[config.mk]
export PLATFORM = sky130hd
export DESIGN_NAME = gpio_dio
export DESIGN_NICKNAME = d
export VERILOG_FILES = /design/src/rtl/gpio_dio_pkg.sv /design/src/rtl/gpio_dio_sync.sv /design/src/rtl/gpio_dio_decode.sv /design/src/rtl/gpio_dio_bank.sv /design/src/rtl/gpio_dio.sv
export SDC_FILE = /design/constraint.sdc
export NUM_CORES = 1
export LEC_CHECK = 0
export ABC_CLOCK_PERIOD_IN_PS = 1350
export BUFFER_PORTS_ARGS = -buffer_cell sky130_fd_sc_hd__buf_2
export CORE_ASPECT_RATIO = 0.6
export CORE_MARGIN = 2
export CORE_UTILIZATION = 50
export DETAILED_ROUTE_END_ITERATION = 10
export GPL_ROUTABILITY_DRIVEN = 0
export GPL_TIMING_DRIVEN = 0
export PLACE_DENSITY = 0.85
export SLEW_MARGIN = 30
export SYNTH_ARGS = -nofsm -noshare
export SYNTH_HDL_FRONTEND = slang
export SYNTH_SLANG_ARGS = --single-unit
[constraint.sdc]
create_clock -name clk -period 1.35 [get_ports clk]
set_input_delay 0.135 -clock clk [delete_from_list [all_inputs] [get_ports clk]]
set_output_delay 0.135 -clock clk [all_outputs]
set_load 0.02 [all_outputs]
[src/rtl/gpio_dio_pkg.sv]
// Package: shared register selector and bank geometry for the pin register group.
// Assumes word addressing with the two low address bits selecting a register.
package gpio_dio_pkg;
    localparam int unsigned BANK_W = 16;
    localparam int unsigned SEL_W  = 2;

    typedef enum logic [SEL_W-1:0] {
        SEL_DIR = 2'd0,
        SEL_SET = 2'd1,
        SEL_CLR = 2'd2,
        SEL_IN  = 2'd3
    } reg_sel_e;
endpackage

[src/rtl/gpio_dio_sync.sv]
// Module: multi-stage level synchronizer for raw pin inputs.
// Assumes the inputs are asynchronous and need no glitch filtering. Reset clears all stages.
module gpio_dio_sync #(
    parameter int unsigned W      = 16,
    parameter int unsigned STAGES = 2
) (
    input  logic         clk,
    input  logic         rst_n,
    input  logic [W-1:0] raw_i,
    output logic [W-1:0] sync_o
);
    logic [W-1:0] stg_q [STAGES];

    genvar s;
    generate
        for (s = 0; s < STAGES; s++) begin : g_stage
            if (s == 0) begin : g_first
                // Capture the raw levels in the first stage.
                always_ff @(posedge clk) begin
                    if (!rst_n) stg_q[0] <= '0;
                    else        stg_q[0] <= raw_i;
                end
            end else begin : g_next
                // Shift the value on through the later stages.
                always_ff @(posedge clk) begin
                    if (!rst_n) stg_q[s] <= '0;
                    else        stg_q[s] <= stg_q[s-1];
                end
            end
        end
    endgenerate

    assign sync_o = stg_q[STAGES-1];
endmodule

[src/rtl/gpio_dio_decode.sv]
// Module: address decoder turning a bus write into per-register strobes.
// Assumes the upper address bits must all be zero for a register to be hit.
module gpio_dio_decode
    import gpio_dio_pkg::*;
#(
    parameter int unsigned ADDR_W = 4
) (
    input  logic              bus_we,
    input  logic [ADDR_W-1:0] bus_addr,
    output logic              hit_o,
    output reg_sel_e          sel_o,
    output logic              wr_dir_o,
    output logic              wr_set_o,
    output logic              wr_clr_o
);
    localparam int unsigned HI_W = ADDR_W - SEL_W;

    // Decide whether the address hits a register, and which one.
    always_comb begin
        hit_o = (bus_addr[ADDR_W-1:SEL_W] == {HI_W{1'b0}});
        sel_o = reg_sel_e'(bus_addr[SEL_W-1:0]);
    end

    // Produce one write strobe per writable register; the input register takes none.
    always_comb begin
        wr_dir_o = bus_we && hit_o && (sel_o == SEL_DIR);
        wr_set_o = bus_we && hit_o && (sel_o == SEL_SET);
        wr_clr_o = bus_we && hit_o && (sel_o == SEL_CLR);
    end
endmodule

[src/rtl/gpio_dio_bank.sv]
// Module: one bank of pins, holding direction bits, the output latch and the input synchronizer.
// Assumes at most one of the set and clear strobes is active per cycle. If both are, clear dominates.
module gpio_dio_bank #(
    parameter int unsigned W      = 16,
    parameter int unsigned STAGES = 2
) (
    input  logic         clk,
    input  logic         rst_n,
    input  logic         wr_dir,
    input  logic         wr_set,
    input  logic         wr_clr,
    input  logic [W-1:0] wdata,
    input  logic [W-1:0] pin_raw,
    output logic [W-1:0] dir_q,
    output logic [W-1:0] lat_q,
    output logic [W-1:0] in_q
);
    logic [W-1:0] set_m;
    logic [W-1:0] clr_m;

    // Form the set and clear masks from the strobes.
    always_comb begin
        set_m = wr_set ? wdata : '0;
        clr_m = wr_clr ? wdata : '0;
    end

    // Hold the direction bits; reset makes every pin an input.
    always_ff @(posedge clk) begin
        if (!rst_n)      dir_q <= '1;
        else if (wr_dir) dir_q <= wdata;
    end

    // Update the output latch through the masks only, with clear taking priority.
    always_ff @(posedge clk) begin
        if (!rst_n) lat_q <= '0;
        else        lat_q <= (lat_q | set_m) & ~clr_m;
    end

    gpio_dio_sync #(.W(W), .STAGES(STAGES)) u_sync (
        .clk    (clk),
        .rst_n  (rst_n),
        .raw_i  (pin_raw),
        .sync_o (in_q)
    );
endmodule

[src/rtl/gpio_dio.sv]
// Module: top of the pin data and direction register group.
// Splits the pins into banks, decodes bus writes and returns read data combinationally.
// Assumes PINS is a multiple of the bank width and ADDR_W is larger than the selector width.
module gpio_dio
    import gpio_dio_pkg::*;
#(
    parameter int unsigned PINS        = 32,
    parameter int unsigned ADDR_W      = 4,
    parameter int unsigned SYNC_STAGES = 2
) (
    input  logic              clk,
    input  logic              rst_n,
    input  logic [ADDR_W-1:0] bus_addr,
    input  logic              bus_we,
    input  logic [PINS-1:0]   bus_wdata,
    output logic [PINS-1:0]   bus_rdata,
    input  logic [PINS-1:0]   pin_in,
    output logic [PINS-1:0]   pin_out,
    output logic [PINS-1:0]   pin_oe
);
    localparam int unsigned NBANK = PINS / BANK_W;

    logic            hit;
    reg_sel_e        sel;
    logic            wr_dir;
    logic            wr_set;
    logic            wr_clr;
    logic [PINS-1:0] dir_all;
    logic [PINS-1:0] lat_all;
    logic [PINS-1:0] in_all;

    gpio_dio_decode #(.ADDR_W(ADDR_W)) u_dec (
        .bus_we   (bus_we),
        .bus_addr (bus_addr),
        .hit_o    (hit),
        .sel_o    (sel),
        .wr_dir_o (wr_dir),
        .wr_set_o (wr_set),
        .wr_clr_o (wr_clr)
    );

    genvar b;
    generate
        for (b = 0; b < NBANK; b++) begin : g_bank
            gpio_dio_bank #(.W(BANK_W), .STAGES(SYNC_STAGES)) u_bank (
                .clk     (clk),
                .rst_n   (rst_n),
                .wr_dir  (wr_dir),
                .wr_set  (wr_set),
                .wr_clr  (wr_clr),
                .wdata   (bus_wdata[b*BANK_W +: BANK_W]),
                .pin_raw (pin_in[b*BANK_W +: BANK_W]),
                .dir_q   (dir_all[b*BANK_W +: BANK_W]),
                .lat_q   (lat_all[b*BANK_W +: BANK_W]),
                .in_q    (in_all[b*BANK_W +: BANK_W])
            );
        end
    endgenerate

    // Drive the pins: the latch value, and an enable that is the inverse of direction.
    always_comb begin
        pin_out = lat_all;
        pin_oe  = ~dir_all;
    end

    // Select the read data; unmapped addresses return zero.
    always_comb begin
        bus_rdata = '0;
        if (hit) begin
            unique case (sel)
                SEL_DIR:          bus_rdata = dir_all;
                SEL_SET, SEL_CLR: bus_rdata = lat_all;
                SEL_IN:           bus_rdata = in_all;
                default:          bus_rdata = '0;
            endcase
        end
    end
endmodule

Word-level counts from Yosys, hierarchy flattened
Memories as Yosys holds them, arrays and structs flattened.
Index checks and enable logic that the tools add are counted.
{ "totals": {"ff_bits": 64, "latch_bits": 0, "ramBits": 64, "romBits": 0, "inputBits": 71, "out_inout_bits": 96, "wordCells": 39, "memories": 2} }
{ "mem_list": {"columns": ["memory", "depth", "width", "read_ports", "rd_clocked_by_memory_dff", "wr", "line_no", "text"], "rows": [
  ["g_bank[0].u_bank.u_sync.stg_q", 2, 16, 2, 0, 2, "gpio_dio_sync.sv:12", "logic [W-1:0] stg_q [STAGES];"],
  ["g_bank[1].u_bank.u_sync.stg_q", 2, 16, 2, 0, 2, "gpio_dio_sync.sv:12", null]
]} }
{ "op_classes": {"addsub": 0, "multipliers": 0, "div_mod_pow": 0, "magnitude_cmp": 0, "n_eq_ne": 3, "shifts": 0, "mux": 12, "bitwise": 11, "n_reduce_logical": 7} }
{ "ops": {"columns": ["op", "count"], "rows": [
  ["2-to-1 mux 16 bit", 8],
  ["case mux 32 bit (3 select lines)", 1],
  ["AND 16 bit", 2],
  ["2-to-1 mux 32 bit", 1],
  ["inverter 16 bit", 2],
  ["inverter 32 bit", 1],
  ["bitwise OR 16 bit", 2],
  ["equality test 2 bit (second input constant)", 2],
  ["logical AND 1 bit", 4],
  ["zero test 2 bit", 2],
  ["bitwise OR 1 bit", 4],
  ["equality test 2 x 1 -> 1 bit (second input constant)", 1],
  ["2-to-1 mux 1 bit", 2],
  ["OR reduction 2 bit", 1]
]} }

Depth between registers and ports, before layout
{ "logic_depth": {"word_depth": 6, "ltp_mapped": 7, "mapped_depth_nobuf": 5} }

Cells and area by module
Synthesis repeated with hierarchy kept, for this count alone.
{ "unflattened": {"cells_unflattened": 469, "hier_area_um2": 5427.7} }
{ "by_module_without_submodules": {"columns": ["module", "n_inst", "cells_per_inst", "area_each_um2"], "rows": [
  ["gpio_dio_bank", 2, 106, 1218.7],
  ["gpio_dio_sync", 2, 67, 895.9],
  ["gpio_dio", 1, 117, 1144.8],
  ["gpio_dio_decode", 1, 6, 53.8]
]} }

Worst setup path after synthesis
Ideal clock, no wire load.
{ "synth_timing": {"path_kind": "input to output", "start": "in bus_addr[0]", "end": "out bus_rdata[10]", "arrival_ns": 1.436, "required_ns": 1.215, "slack_ns": -0.221, "stages": 5, "n_path_buf": 1, "cell_sequence": "inv_1 > ha_1 > clkbuf_1 > a221oi_1 > a211oi_1"} }
{ "synth_via": {"elab_chain_cells": 4} }
{ "synth_rtl": {"columns": ["item", "line_no", "text"], "rows": [
  ["from (decl)", "gpio_dio.sv:13", "input logic [ADDR_W-1:0] bus_addr,"],
  ["equality test 2 bit / equality test 2 x 1 -> 1 bit (equally long branches)", "gpio_dio.sv:70", "unique case (sel)"],
  ["OR reduction 2 bit", "gpio_dio.sv:70", null],
  ["case mux 32 bit (3 select lines) (*)", "gpio_dio.sv:70", null],
  ["2-to-1 mux 32 bit (*)", "gpio_dio.sv:69", "if (hit) begin"],
  ["to (decl)", "gpio_dio.sv:16", "output logic [PINS-1:0] bus_rdata,"]
]} }
Mark *: on every way between the ends. The rest lies on a longest branch, timed or not.

Final worst setup path
{ "layout_timing": {"start": "reg g_bank[1].u_bank.lat_q[12]", "end": "out bus_rdata[28]"} }
{ "layout_via": {"elab_chain_cells": 2} }
{ "layout_rtl": {"columns": ["item", "line_no", "text"], "rows": [
  ["from (decl)", "gpio_dio_bank.sv:15", "output logic [W-1:0] lat_q,"],
  ["from (signal assigned)", "gpio_dio_bank.sv:36", "else lat_q <= (lat_q | set_m) & ~clr_m;"],
  ["case mux 32 bit (3 select lines)", "gpio_dio.sv:70", null],
  ["2-to-1 mux 32 bit", "gpio_dio.sv:69", null]
]} }
Every way passes these cells.

==> metrics.cfg <==
[setup_path]
crit_slowest_cell = dfxtp_2
end_kind = output pin
cp_data_arrival_time_ns = 1.36
cp-startpoint = g_bank[1].u_bank.lat_q[12]
worstSetupPathDepth = 3
critPathBufInv = 1
crit_family = compound AO/OA/AOI/OAI gates
slowest_delay_ns = 0.35
r2r-end = g_bank[1].u_bank.lat_q[2]
rr_startpoint = g_bank[1].u_bank.lat_q[2]
crit_end = bus_rdata[28]
ff2ff_setup_slack_ns = 0.47
crit_chain = a221oi_2, a211oi_2, buf_4
rr_worst_depth = 3
worstPathMaxFanout = 3
critical_path_required_ns = 1.22
startpoint_type = flop
path_class = flop to output pin

[synth]
postSynth.asyncResetShare = 0
yosys-mux-area-fraction = 0
syn_inst = 472
synth_compound_area_frac = 0.2675
synth_seq_cells = 128
ys_seq_area_frac = 0.5227
synth_top_family_by_area = compound AO/OA/AOI/OAI gates
synth_warnings = 0
synth_edf_count = 0
syn_nets = 547
synth_area_per_cell_um2 = 10.39
synthSimpleGateAreaFrac = 0.1174
synth-adder-area-share = 0.01021
synth_xor_area_frac = 0
yosys_most_used_dff = dfxtp_1
ys_types = 20
mappedNetlistArea_um2 = 4902

[placement]
dp_hpwl_um = 10820
dpl_worst_slack_ns = -0.6307
port_buffers = 166

[clock_network]
ctsLongestPathBuffers = 2
cts.sinks = 128
cts_tree = done
clockRootBuffer = clkbuf_16
htreeDepth = 4
cts_made_buffers = 17
clk_pin_slew_ns = 0.06
clk_latency_ns = 0.42

[floorplanning]
core_um2 = 9358
die-area_um2 = 10640
pin_count = 167
die_h_um = 80.70
fp.dieW_um = 131.8
initial_core_util = 0.5239
row_count = 27

[power]
p_per_area_nw_per_um2 = 1224
p_leak_nw = 3.672
peakVddDrop_mv = 1.074

[sta]
hold_viol = 0
clock.fmax_ghz = 0.6694
setup-tns-final_ns = -2.173
finalCritPeriodShare = 1.107
finalMaxSlewViolations = 0
relSlewSlack = 0.4361
tightest_slew_ns = 0.8459
setup_viol = 32
worst_slack_ns = -0.1440
holdWs_ns = 0.1117
rsz0062_at_grt = yes
min_period_ns = 1.494
clock_skew_ns = 0.006554

[route]
wl_um = 19340
wl_per_cell_um = 21.73
drtIter0Drc = 286
drt_first_pass_iters = 5
drc = 0
vias_per_cell = 5.776
ant_nets = 0
vias = 5141

[global_routing]
grt_pass1_vias = 5396
grt_remaining_overflow = 0
antenna_found_initial = 0
grt.total_usage = 0.3612
grt_max_degree = 17
grt_first_pass_wirelength_um = 28840

[run_status]
failed_checks = negative setup slack
outcome = finished with violations

[finish]
area_delta_synth_final_pct = 69.83
fin_util = 0.8897
drive_above_1_share = 0.5079
nets = 823
layout_common_cells = 140 x buf_2, 96 x dfxtp_1, 64 x and2_1, 64 x dlygate4sd3_1, 50 x a211oi_2
final_common_cell = buf_2
num_antenna_cells = 0

[run]
maxCapViolCount = 0

[worst_hold_path]
hold_class = primary input to flop

[timing repair]
action | in CTS | in global routing
buffers inserted | 24 | 2
gates cloned | 2 | 0
pin swaps | 33 | 8
endpoints found under the setup margin | 32 | 32
hold endpoints to repair | 70 | 0
resized for setup | 163 | 15
hold buffers | 64 | 0
[stage by stage]
step,std cells,total power (W),cell area (um^2)
2_1_floorplan,472,0.004497,5109
3_3_place_gp,768,0.004805,6102
3_5_place_dp,768,0.004835,6102
4_1_cts,888,0.009997,8230
5_1_grt,890,0.01041,8325
6_report,890,0.01019,8325
[how the worst min path moves through the flow]
stage | depth (start not counted) | endpoint | from | slack [ns]
2_1_floorplan | 1 | g_bank[0].u_bank.lat_q[0] | bus_wdata[0] | 0.23
3_3_place_gp | 2 | g_bank[1].u_bank.u_sync.stg_q[0][7] | pin_in[23] | 0.34
3_5_place_dp | 2 | g_bank[1].u_bank.u_sync.stg_q[0][13] | pin_in[29] | 0.35
4_1_cts | 3 | g_bank[0].u_bank.lat_q[7] | rst_n | 0.12
5_1_grt | 3 | g_bank[0].u_bank.lat_q[7] | rst_n | 0.14
6_report | 3 | g_bank[0].u_bank.lat_q[7] | rst_n | 0.11
[metal layers]
| metal | routed length (um) | global-route usage | vias to the layer above |
|---|---|---|---|
| met5 | 0 | 0 | - |
| met4 | 675 | 0.1739 | 0 |
| met3 | 1304 | 0.08144 | 75 |
| met2 | 9823 | 0.6602 | 303 |
| met1 | 7537 | 0.4092 | 2513 |
| li1 | - | - | 2250 |
[area by class of cell]
| class | count | area (um^2) |
|---|---|---|
| timing repair buffer | 258 | 1827 |
| tap | 130 | 162.7 |
| clock inverter | 10 | 158.9 |
| sequential | 128 | 2610 |
| clock buffer | 21 | 470.5 |
| multi-input combinational | 265 | 2557 |
| buffer | 43 | 400.4 |
| fill | 375 | 1032 |
| inverter | 35 | 138.9 |
[synth_stat cells, types with 4 or more instances]
master / number / share of area
and2_1: 64 / 0.082
dfxtp_1: 128 / 0.52
o211ai_1: 32 / 0.049
inv_1: 35 / 0.027
buf_6: 8 / 0.018
a221oi_1: 32 / 0.057
clkbuf_1: 20 / 0.015
ha_1: 4 / 0.010
nand2_1: 33 / 0.025
a211oi_2: 30 / 0.077
a211oi_1: 34 / 0.052
buf_2: 7 / 0.0071
buf_4: 4 / 0.0061
a21oi_1: 32 / 0.033
[kinds of logic (layout without fill, tap and decap cells)]
group / after synthesis / in the layout
buffers and inverters: 79 / 367
flip-flops: 128 / 128
AO/OA/AOI/OAI: 160 / 160
adder cells (fa/ha/maj): 4 / 4
AND/OR/NAND/NOR: 101 / 101
[registers in the layout, summed over array words and instances (netlist names)]
signal / count
g_bank.u_bank.lat_q: 32
g_bank.u_bank.dir_q: 32
g_bank.u_bank.u_sync.stg_q: 64
[worst register-to-register path, cell delays in order, from the launching register on]
cell      delay (ns)
dfxtp_2         0.34
buf_4           0.14
a21oi_1         0.17
a211oi_2        0.07
[report_power, final]
| group | total [W] | switching (W) | internal [W] |
|---|---|---|---|
| Sequential | 0.00396 | 0.0000585 | 0.00390 |
| Clock | 0.00492 | 0.00170 | 0.00322 |
| Combinational | 0.00131 | 0.000716 | 0.000591 |
| Total | 0.0102 | 0.00248 | 0.00771 |
Note: power is estimated with default switching activity, not from simulation.
